**config.mk**
```make
export PLATFORM = sky130hd
export DESIGN_NAME = led_serial_ctl
export DESIGN_NICKNAME = d
export VERILOG_FILES = /design/src/rtl/led_ctl_pkg.sv /design/src/rtl/led_edge_detect.sv /design/src/rtl/led_shift_reg.sv /design/src/rtl/led_latch_bank.sv /design/src/rtl/led_power_save.sv /design/src/rtl/led_serial_ctl.sv
export SDC_FILE = /design/constraint.sdc
export NUM_CORES = 1
export LEC_CHECK = 0
export BUFFER_PORTS_ARGS = -buffer_cell sky130_fd_sc_hd__buf_4
export CORE_UTILIZATION = 40
export CTS_CLUSTER_SIZE = 24
export DETAILED_ROUTE_END_ITERATION = 7
export PLACE_DENSITY = 0.61
export SYNTH_ARGS = -nofsm -noshare
export SYNTH_HDL_FRONTEND = slang
export SYNTH_SLANG_ARGS = --single-unit
```
**constraint.sdc**
```tcl
create_clock -name clk -period 4.34 [get_ports clk]
set_clock_uncertainty 0.15 [all_clocks]
set_input_delay 0.217 -clock clk [delete_from_list [all_inputs] [get_ports clk]]
set_output_delay 0.217 -clock clk [all_outputs]
set_load 0.005 [all_outputs]
```
**src/rtl/led_ctl_pkg.sv**
```systemverilog
// Package: shared constants and types for the LED driver serial control logic.
// Assumes sixteen channels, a function-control word as wide as the shift register,
// and fixed positions for the mode bit and the power-save enable bit.
package led_ctl_pkg;
    localparam int unsigned CH_COUNT  = 16;
    localparam int unsigned MODE_POS  = 9;
    localparam int unsigned PSEN_POS  = 8;

    typedef enum logic {
        BLK_TAP_SEL = 1'b0,
        BLK_OUT_EN  = 1'b1
    } blank_mode_e;
endpackage

```
**src/rtl/led_edge_detect.sv**
```systemverilog
// Module: rising-edge detectors for a group of inputs that are synchronous to clk.
// Each output pulses for one clk cycle in the first cycle that sees its input high
// after a low sample. Assumes the inputs are already synchronous to clk.
module led_edge_detect #(
    parameter int unsigned WIDTH = 2
) (
    input  logic             clk,
    input  logic             rst_n,
    input  logic [WIDTH-1:0] sig_i,
    output logic [WIDTH-1:0] rise_o
);
    logic [WIDTH-1:0] prev_q;

    for (genvar g = 0; g < WIDTH; g++) begin : g_bit
        // Keep the previous sample of each input.
        always_ff @(posedge clk) begin
            if (!rst_n) prev_q[g] <= 1'b0;
            else        prev_q[g] <= sig_i[g];
        end
        // Flag a low-to-high change.
        assign rise_o[g] = sig_i[g] & ~prev_q[g];
    end
endmodule

```
**src/rtl/led_shift_reg.sv**
```systemverilog
// Module: common serial shift register, filled most significant bit first.
// Steps by one place when step_i is high; bit 0 takes the serial input.
// Assumes step_i is a single-cycle pulse for each serial clock edge.
module led_shift_reg #(
    parameter int unsigned WIDTH = 16
) (
    input  logic             clk,
    input  logic             rst_n,
    input  logic             step_i,
    input  logic             sdi_i,
    output logic [WIDTH-1:0] data_o
);
    logic [WIDTH-1:0] sreg_q;

    // Shift toward the top bit on each step.
    always_ff @(posedge clk) begin
        if (!rst_n)      sreg_q <= '0;
        else if (step_i) sreg_q <= {sreg_q[WIDTH-2:0], sdi_i};
    end

    assign data_o = sreg_q;

    // a step brings in the serial bit and moves the old contents up.
    a_r2_shift_step: assert property (@(posedge clk) disable iff (!rst_n)
        step_i |=> (sreg_q[0] == $past(sdi_i)) &&
                   (sreg_q[WIDTH-1:1] == $past(sreg_q[WIDTH-2:0])));
endmodule

```
**src/rtl/led_latch_bank.sv**
```systemverilog
// Module: on/off data latch and function-control latch.
// A strobe pulse copies the shift register into the latch chosen by sel_i
// (0 = on/off, 1 = function control). Only the control fields this block uses
// are stored. Assumes strobe_i is a single-cycle pulse.
module led_latch_bank #(
    parameter int unsigned WIDTH    = 16,
    parameter int unsigned MODE_BIT = 9,
    parameter int unsigned PSEN_BIT = 8
) (
    input  logic                     clk,
    input  logic                     rst_n,
    input  logic                     strobe_i,
    input  logic                     sel_i,
    input  logic [WIDTH-1:0]         shift_i,
    output logic [WIDTH-1:0]         onoff_o,
    output led_ctl_pkg::blank_mode_e mode_o,
    output logic                     psen_o
);
    import led_ctl_pkg::*;

    logic [WIDTH-1:0] onoff_q;
    blank_mode_e      mode_q;
    logic             psen_q;

    // Load the on/off latch on a strobe aimed at it.
    always_ff @(posedge clk) begin
        if (!rst_n)                 onoff_q <= '0;
        else if (strobe_i && !sel_i) onoff_q <= shift_i;
    end

    // Load the control fields on a strobe aimed at the control latch.
    always_ff @(posedge clk) begin
        if (!rst_n) begin
            mode_q <= BLK_TAP_SEL;
            psen_q <= 1'b0;
        end else if (strobe_i && sel_i) begin
            mode_q <= blank_mode_e'(shift_i[MODE_BIT]);
            psen_q <= shift_i[PSEN_BIT];
        end
    end

    assign onoff_o = onoff_q;
    assign mode_o  = mode_q;
    assign psen_o  = psen_q;

    // the on/off latch holds unless a strobe targets it.
    a_r3_onoff_hold: assert property (@(posedge clk) disable iff (!rst_n)
        !(strobe_i && !sel_i) |=> $stable(onoff_q));
    // the blank mode holds unless the control latch is written.
    a_r4_mode_hold: assert property (@(posedge clk) disable iff (!rst_n)
        !(strobe_i && sel_i) |=> $stable(mode_q) && $stable(psen_q));
endmodule

```
**src/rtl/led_power_save.sv**
```systemverilog
// Module: power-save state.
// Enters on a strobe that leaves the on/off latch all zero while the power-save
// enable (its value after the strobe) is set. Leaves on a serial clock rising edge;
// the exit wins over an entry in the same cycle.
module led_power_save #(
    parameter int unsigned WIDTH    = 16,
    parameter int unsigned PSEN_BIT = 8
) (
    input  logic             clk,
    input  logic             rst_n,
    input  logic             strobe_i,
    input  logic             sel_i,
    input  logic             step_i,
    input  logic [WIDTH-1:0] shift_i,
    input  logic [WIDTH-1:0] onoff_i,
    input  logic             psen_i,
    output logic             save_o
);
    logic save_q;
    logic psen_next;
    logic zero_next;
    logic enter;

    // Work out the enable and on/off state as they will be after this strobe.
    always_comb begin
        psen_next = sel_i ? shift_i[PSEN_BIT] : psen_i;
        zero_next = sel_i ? (onoff_i == '0) : (shift_i == '0);
        enter     = strobe_i && psen_next && zero_next;
    end

    // Hold the power-save flag; a serial clock edge clears it first.
    always_ff @(posedge clk) begin
        if (!rst_n)      save_q <= 1'b0;
        else if (step_i) save_q <= 1'b0;
        else if (enter)  save_q <= 1'b1;
    end

    assign save_o = save_q;

    // a serial clock edge always leaves power save.
    a_r8_exit_on_sclk: assert property (@(posedge clk) disable iff (!rst_n)
        step_i |=> !save_q);
    // power save begins only on a strobe.
    a_r7_entry_on_strobe: assert property (@(posedge clk) disable iff (!rst_n)
        $rose(save_q) |-> $past(strobe_i));
endmodule

```
**src/rtl/led_serial_ctl.sv**
```systemverilog
// Module: top of the LED driver serial control logic.
// Joins edge detection, the shift register, the latch bank and the power-save
// state, and drives the channel enables and the serial-out tap from the
// blank-pin mode. Assumes all inputs are synchronous to clk.
module led_serial_ctl #(
    parameter int unsigned N_CH     = led_ctl_pkg::CH_COUNT,
    parameter int unsigned MODE_BIT = led_ctl_pkg::MODE_POS,
    parameter int unsigned PSEN_BIT = led_ctl_pkg::PSEN_POS
) (
    input  logic            clk,
    input  logic            rst_n,
    input  logic            sclk_i,
    input  logic            sdi_i,
    input  logic            lat_i,
    input  logic            lat_sel_i,
    input  logic            blank_i,
    output logic [N_CH-1:0] ch_en_o,
    output logic            sout_o,
    output logic            psave_o
);
    import led_ctl_pkg::*;

    localparam int unsigned TAP_LO = N_CH / 2 - 1;
    localparam int unsigned TAP_HI = N_CH - 1;

    logic [1:0]      rise;
    logic            sclk_rise;
    logic            lat_rise;
    logic [N_CH-1:0] shift_q;
    logic [N_CH-1:0] onoff_q;
    blank_mode_e     mode_q;
    logic            psen_q;
    logic            save_q;

    led_edge_detect #(.WIDTH(2)) u_edges (
        .clk    (clk),
        .rst_n  (rst_n),
        .sig_i  ({lat_i, sclk_i}),
        .rise_o (rise)
    );
    assign sclk_rise = rise[0];
    assign lat_rise  = rise[1];

    led_shift_reg #(.WIDTH(N_CH)) u_shift (
        .clk    (clk),
        .rst_n  (rst_n),
        .step_i (sclk_rise),
        .sdi_i  (sdi_i),
        .data_o (shift_q)
    );

    led_latch_bank #(.WIDTH(N_CH), .MODE_BIT(MODE_BIT), .PSEN_BIT(PSEN_BIT)) u_latches (
        .clk      (clk),
        .rst_n    (rst_n),
        .strobe_i (lat_rise),
        .sel_i    (lat_sel_i),
        .shift_i  (shift_q),
        .onoff_o  (onoff_q),
        .mode_o   (mode_q),
        .psen_o   (psen_q)
    );

    led_power_save #(.WIDTH(N_CH), .PSEN_BIT(PSEN_BIT)) u_psave (
        .clk      (clk),
        .rst_n    (rst_n),
        .strobe_i (lat_rise),
        .sel_i    (lat_sel_i),
        .step_i   (sclk_rise),
        .shift_i  (shift_q),
        .onoff_i  (onoff_q),
        .psen_i   (psen_q),
        .save_o   (save_q)
    );

    // Gate the channel enables by power save and, in output-enable mode, by blank.
    always_comb begin
        if (save_q || (mode_q == BLK_OUT_EN && blank_i)) ch_en_o = '0;
        else                                             ch_en_o = onoff_q;
    end

    // Pick the serial-out tap: the top bit, or the middle bit in tap-select mode with blank low.
    always_comb begin
        if (mode_q == BLK_TAP_SEL && !blank_i) sout_o = shift_q[TAP_LO];
        else                                   sout_o = shift_q[TAP_HI];
    end

    assign psave_o = save_q;

    // with output-enable mode and blank high, no channel is driven.
    a_r5_blank_dark: assert property (@(posedge clk) disable iff (!rst_n)
        (mode_q == BLK_OUT_EN && blank_i) |-> (ch_en_o == '0));
    // no channel is driven while the power-save latch is set.
    a_r9_save_dark: assert property (@(posedge clk) disable iff (!rst_n)
        psave_o |-> (ch_en_o == '0));
endmodule

```
==> results.py <==
metrics = {
    "sta": {
        "post-route-period-util_pct": 45.2,
        "final.setup.tns_ps": 0,
        "tightest_slew_ps": 1000,
        "setup_viol_count_final": 0,
        "drv_slew": 0,
        "hold_ws_ps": 11.8,
        "hold_viol_final": 0,
        "rsz0062_at_grt": "no",
        "finalCriticalPeriod_ps": 1960,
        "maxSlewHeadroom_pct": 33.0,
        "peak_clock_frequency_supported_by_timing_ghz": 0.509,
    },
    "worst_setup_path": {
        "crit_buf_inv": 1,
        "reg2regPathDepth": 4,
        "critical_path_required_ps": 3970,
        "arrival_ps": 1600,
        "crit_path_cell_trace": "a21oi_1 > and2_1 > buf_4",
        "critical_path.endpoint_type": "output pin",
        "path_max_fanout": 16,
        "worstReg2RegStart": "u_edges.prev_q[1]$_SDFF_PN0_",
        "critPathKind": "reg2out",
        "critical_path.top_delay_family": "compound AO/OA/AOI/OAI gates",
        "critPathMaxStageDelay_ps": 640,
        "ff2ff_setup_slack_ps": 2640,
        "critical_path.reg2reg.endpoint": "u_latches.onoff_o[8]$_SDFFE_PN0P_",
        "worstSetupStartpointType": "flop",
        "critical-path-slowest-cell": "sky130_fd_sc_hd__a21oi_1",
    },
    "run": {
        "max_cap_viol_count": 0,
    },
    "floorplanning": {
        "die_area_um2": 4280,
        "initial_utilization_pct": 42.7,
        "die_width_um": 65.4,
        "rows": 22,
        "fp.dieH_um": 65.4,
        "io_pins": 25,
        "fp.coreArea_um2": 3770,
    },
    "synth": {
        "seq_area_frac_synth_pct": 46.0,
        "yosys_warnings": 0,
        "synth.cell_area_um2": 1610,
        "postSynthNetCount": 200,
        "synth.distinct_cells": 21,
        "synth_cells": 193,
        "synth.avg_cell_area_um2": 8.34,
        "postSynthRegisterBits": 37,
    },
    "placed_design": {
        "placement.cell_area_um2": 1800,
        "port_buffers": 24,
        "dpl_hpwl_mm": 2.33,
        "gp_congestion": 0.784,
    },
    "global_routing": {
        "grt_pass1_wl_mm": 5.93,
        "number_of_global_route_vias_before_repair": 1272,
        "grt_start_max_net_pins": 39,
        "grt_antenna_before_repair": 0,
        "grt.overflow.total": 0,
        "grt.total_usage_pct": 18.4,
    },
    "clock_network": {
        "cts_max_path_buffers": 2,
        "cts-resized-gates": 0,
        "clkLatencyLatePin_ps": 280,
        "numClockSinks": 37,
        "level_count_of_the_clock_h_tree": 2,
        "holdBufCountCts": 1,
        "cts-buffers-inserted": 5,
        "post-cts-setup-buffers": 0,
        "cts.root.buffer_cell": "sky130_fd_sc_hd__clkbuf_8",
        "tritoncts": "done",
        "path_clk_slew_ps": 70,
    },
    "finish": {
        "stdcell_area_um2": 1910,
        "final_layout_size_suffix_gt1_share_pct": 18.2,
        "most-common-layout-cells": "sky130_fd_sc_hd__nand2_1, sky130_fd_sc_hd__dfxtp_1, sky130_fd_sc_hd__a21boi_0",
        "final_common_cell": "sky130_fd_sc_hd__nand2_1",
        "nets": 220,
        "num_antenna_cells": 0,
        "synthToLayoutAreaGrowth_pct": 18.7,
    },
    "routing": {
        "dr.pass1.iters": 4,
        "drt_iter0_drc": 46,
        "drc_violation_count_after_routing": 0,
        "detail_route.vias_per_cell": 4.88,
        "wire_per_inst_um": 12.5,
        "remaining_number_of_nets_flagged_by_the_antenna_check_after_routing": 0,
        "total_routed_wirelength_mm": 3.28,
        "routed-via-count": 1279,
    },
    "pwr": {
        "total_chip_power_uw": 638,
        "power.switching_fraction_pct": 21.9,
        "power.switching_uw": 139,
        "power_leakage_uw": 0.000715,
        "cell_internal_pwr_uw": 498,
        "peakVddDrop_uv": 181,
        "comb_pwr_share_pct": 5.3,
        "power_density_nw_per_um2": 334,
        "seq_power_share_pct": 53.8,
        "power_frac_clock_pct": 41.0,
    },
    "min_path": {
        "hold_crit_depth": 2,
        "min_delay_worst_endpoint": "u_edges.prev_q[1]$_SDFF_PN0_",
        "min-delay-start": "lat_i",
        "hold_path_class": "in2reg",
    },
    "run_status": {
        "status": "completed",
    },
}
[metrics by stage]
step	std cells	util [%]	setup slack, ps
after detailed placement	253	47.7	2610
after floorplan	193	-	2900
after global routing	262	50.7	2200
after global placement	253	47.7	2660
final	262	50.7	2380
after CTS	262	50.7	2320
[cells by family (layout without fill, tap and decap cells)]
family                 Yosys count  after routing  synth area share [%]
AOI/OAI and AO/OA               34             34                  16.3
buffers and inverters           12             33                  3.11
DFF                             37             37                  46.0
muxes                            4              4                  2.57
and+or+nand+nor                106            106                  32.0
[synthesized netlist by cell type]
cell	instances	area share [%]
sky130_fd_sc_hd__nand3b_1	1	0.47
sky130_fd_sc_hd__nor4_2	3	2.3
sky130_fd_sc_hd__a21boi_1	1	0.47
sky130_fd_sc_hd__nor4_1	4	1.6
sky130_fd_sc_hd__buf_2	4	1.2
sky130_fd_sc_hd__or2_2	1	0.39
sky130_fd_sc_hd__a21boi_0	31	14
sky130_fd_sc_hd__dfxtp_1	37	46
sky130_fd_sc_hd__o41ai_2	1	1.0
sky130_fd_sc_hd__mux2i_1	3	1.9
sky130_fd_sc_hd__nor2b_1	3	1.2
sky130_fd_sc_hd__nand3_1	1	0.31
sky130_fd_sc_hd__mux2_2	1	0.70
sky130_fd_sc_hd__nand2_1	65	15
sky130_fd_sc_hd__a21oi_1	1	0.31
sky130_fd_sc_hd__nand2b_1	2	0.78
sky130_fd_sc_hd__clkbuf_1	8	1.9
sky130_fd_sc_hd__nor2_1	5	1.2
sky130_fd_sc_hd__and2_1	18	7.0
sky130_fd_sc_hd__nand4_1	2	0.78
sky130_fd_sc_hd__nor4b_2	1	0.93
[power groups by stage]
| stage | clock, µW | sequential (µW) | combinational [µW] |
|---|---|---|---|
| after detailed placement | 0 | 351 | 33.3 |
| after global routing | 284 | 343 | 38.0 |
| after CTS | 270 | 343 | 34.1 |
| final | 261 | 343 | 33.5 |
| after global placement | 0 | 351 | 33.0 |
| after floorplan | 0 | 350 | 25.0 |
[cell type report]
| cell class | instances | area, µm² |
|---|---|---|
| fillers | 363 | 1860 |
| multi-input cells | 144 | 818 |
| flip-flops and latches | 37 | 741 |
| repair buffers | 25 | 190 |
| clock buffers | 7 | 96.3 |
| well taps | 48 | 60.1 |
| clock inverters | 1 | 5.00 |
[worst max path at each step]
stage / start / to / slack (ps) / cells after the start
3_3_place_gp: blank_i / ch_en_o[3] / 2660 / 4
6_report: u_psave.save_o$_SDFFE_PP0P_ / ch_en_o[7] / 2380 / 3
5_1_grt: u_psave.save_o$_SDFFE_PP0P_ / ch_en_o[6] / 2200 / 3
4_1_cts: u_psave.save_o$_SDFFE_PP0P_ / ch_en_o[7] / 2320 / 3
2_1_floorplan: u_shift.data_o[8]$_SDFFE_PN0P_ / u_psave.save_o$_SDFFE_PP0P_ / 2900 / 5
3_5_place_dp: blank_i / ch_en_o[7] / 2610 / 4
[metal layers]
layer / vias to the layer above / wire length (µm) / global-route usage [%] / share of wire, %
met4: 0 / 51 / 6.52 / 1.6
met1: 580 / 1670 / 23.7 / 51
li1: 674 / - / - / -
met5: - / 0 / 0 / 0
met2: 20 / 1440 / 28.7 / 44
met3: 5 / 121 / 5.73 / 3.7
[registers in the layout (all words and copies together), names as in the netlist]
name               cells
u_latches.onoff_o     16
u_psave.save_o         1
u_latches.mode_o       1
u_latches.psen_o       1
u_edges.prev_q         2
u_shift.data_o        16
Power figures use the tool's default switching activity.
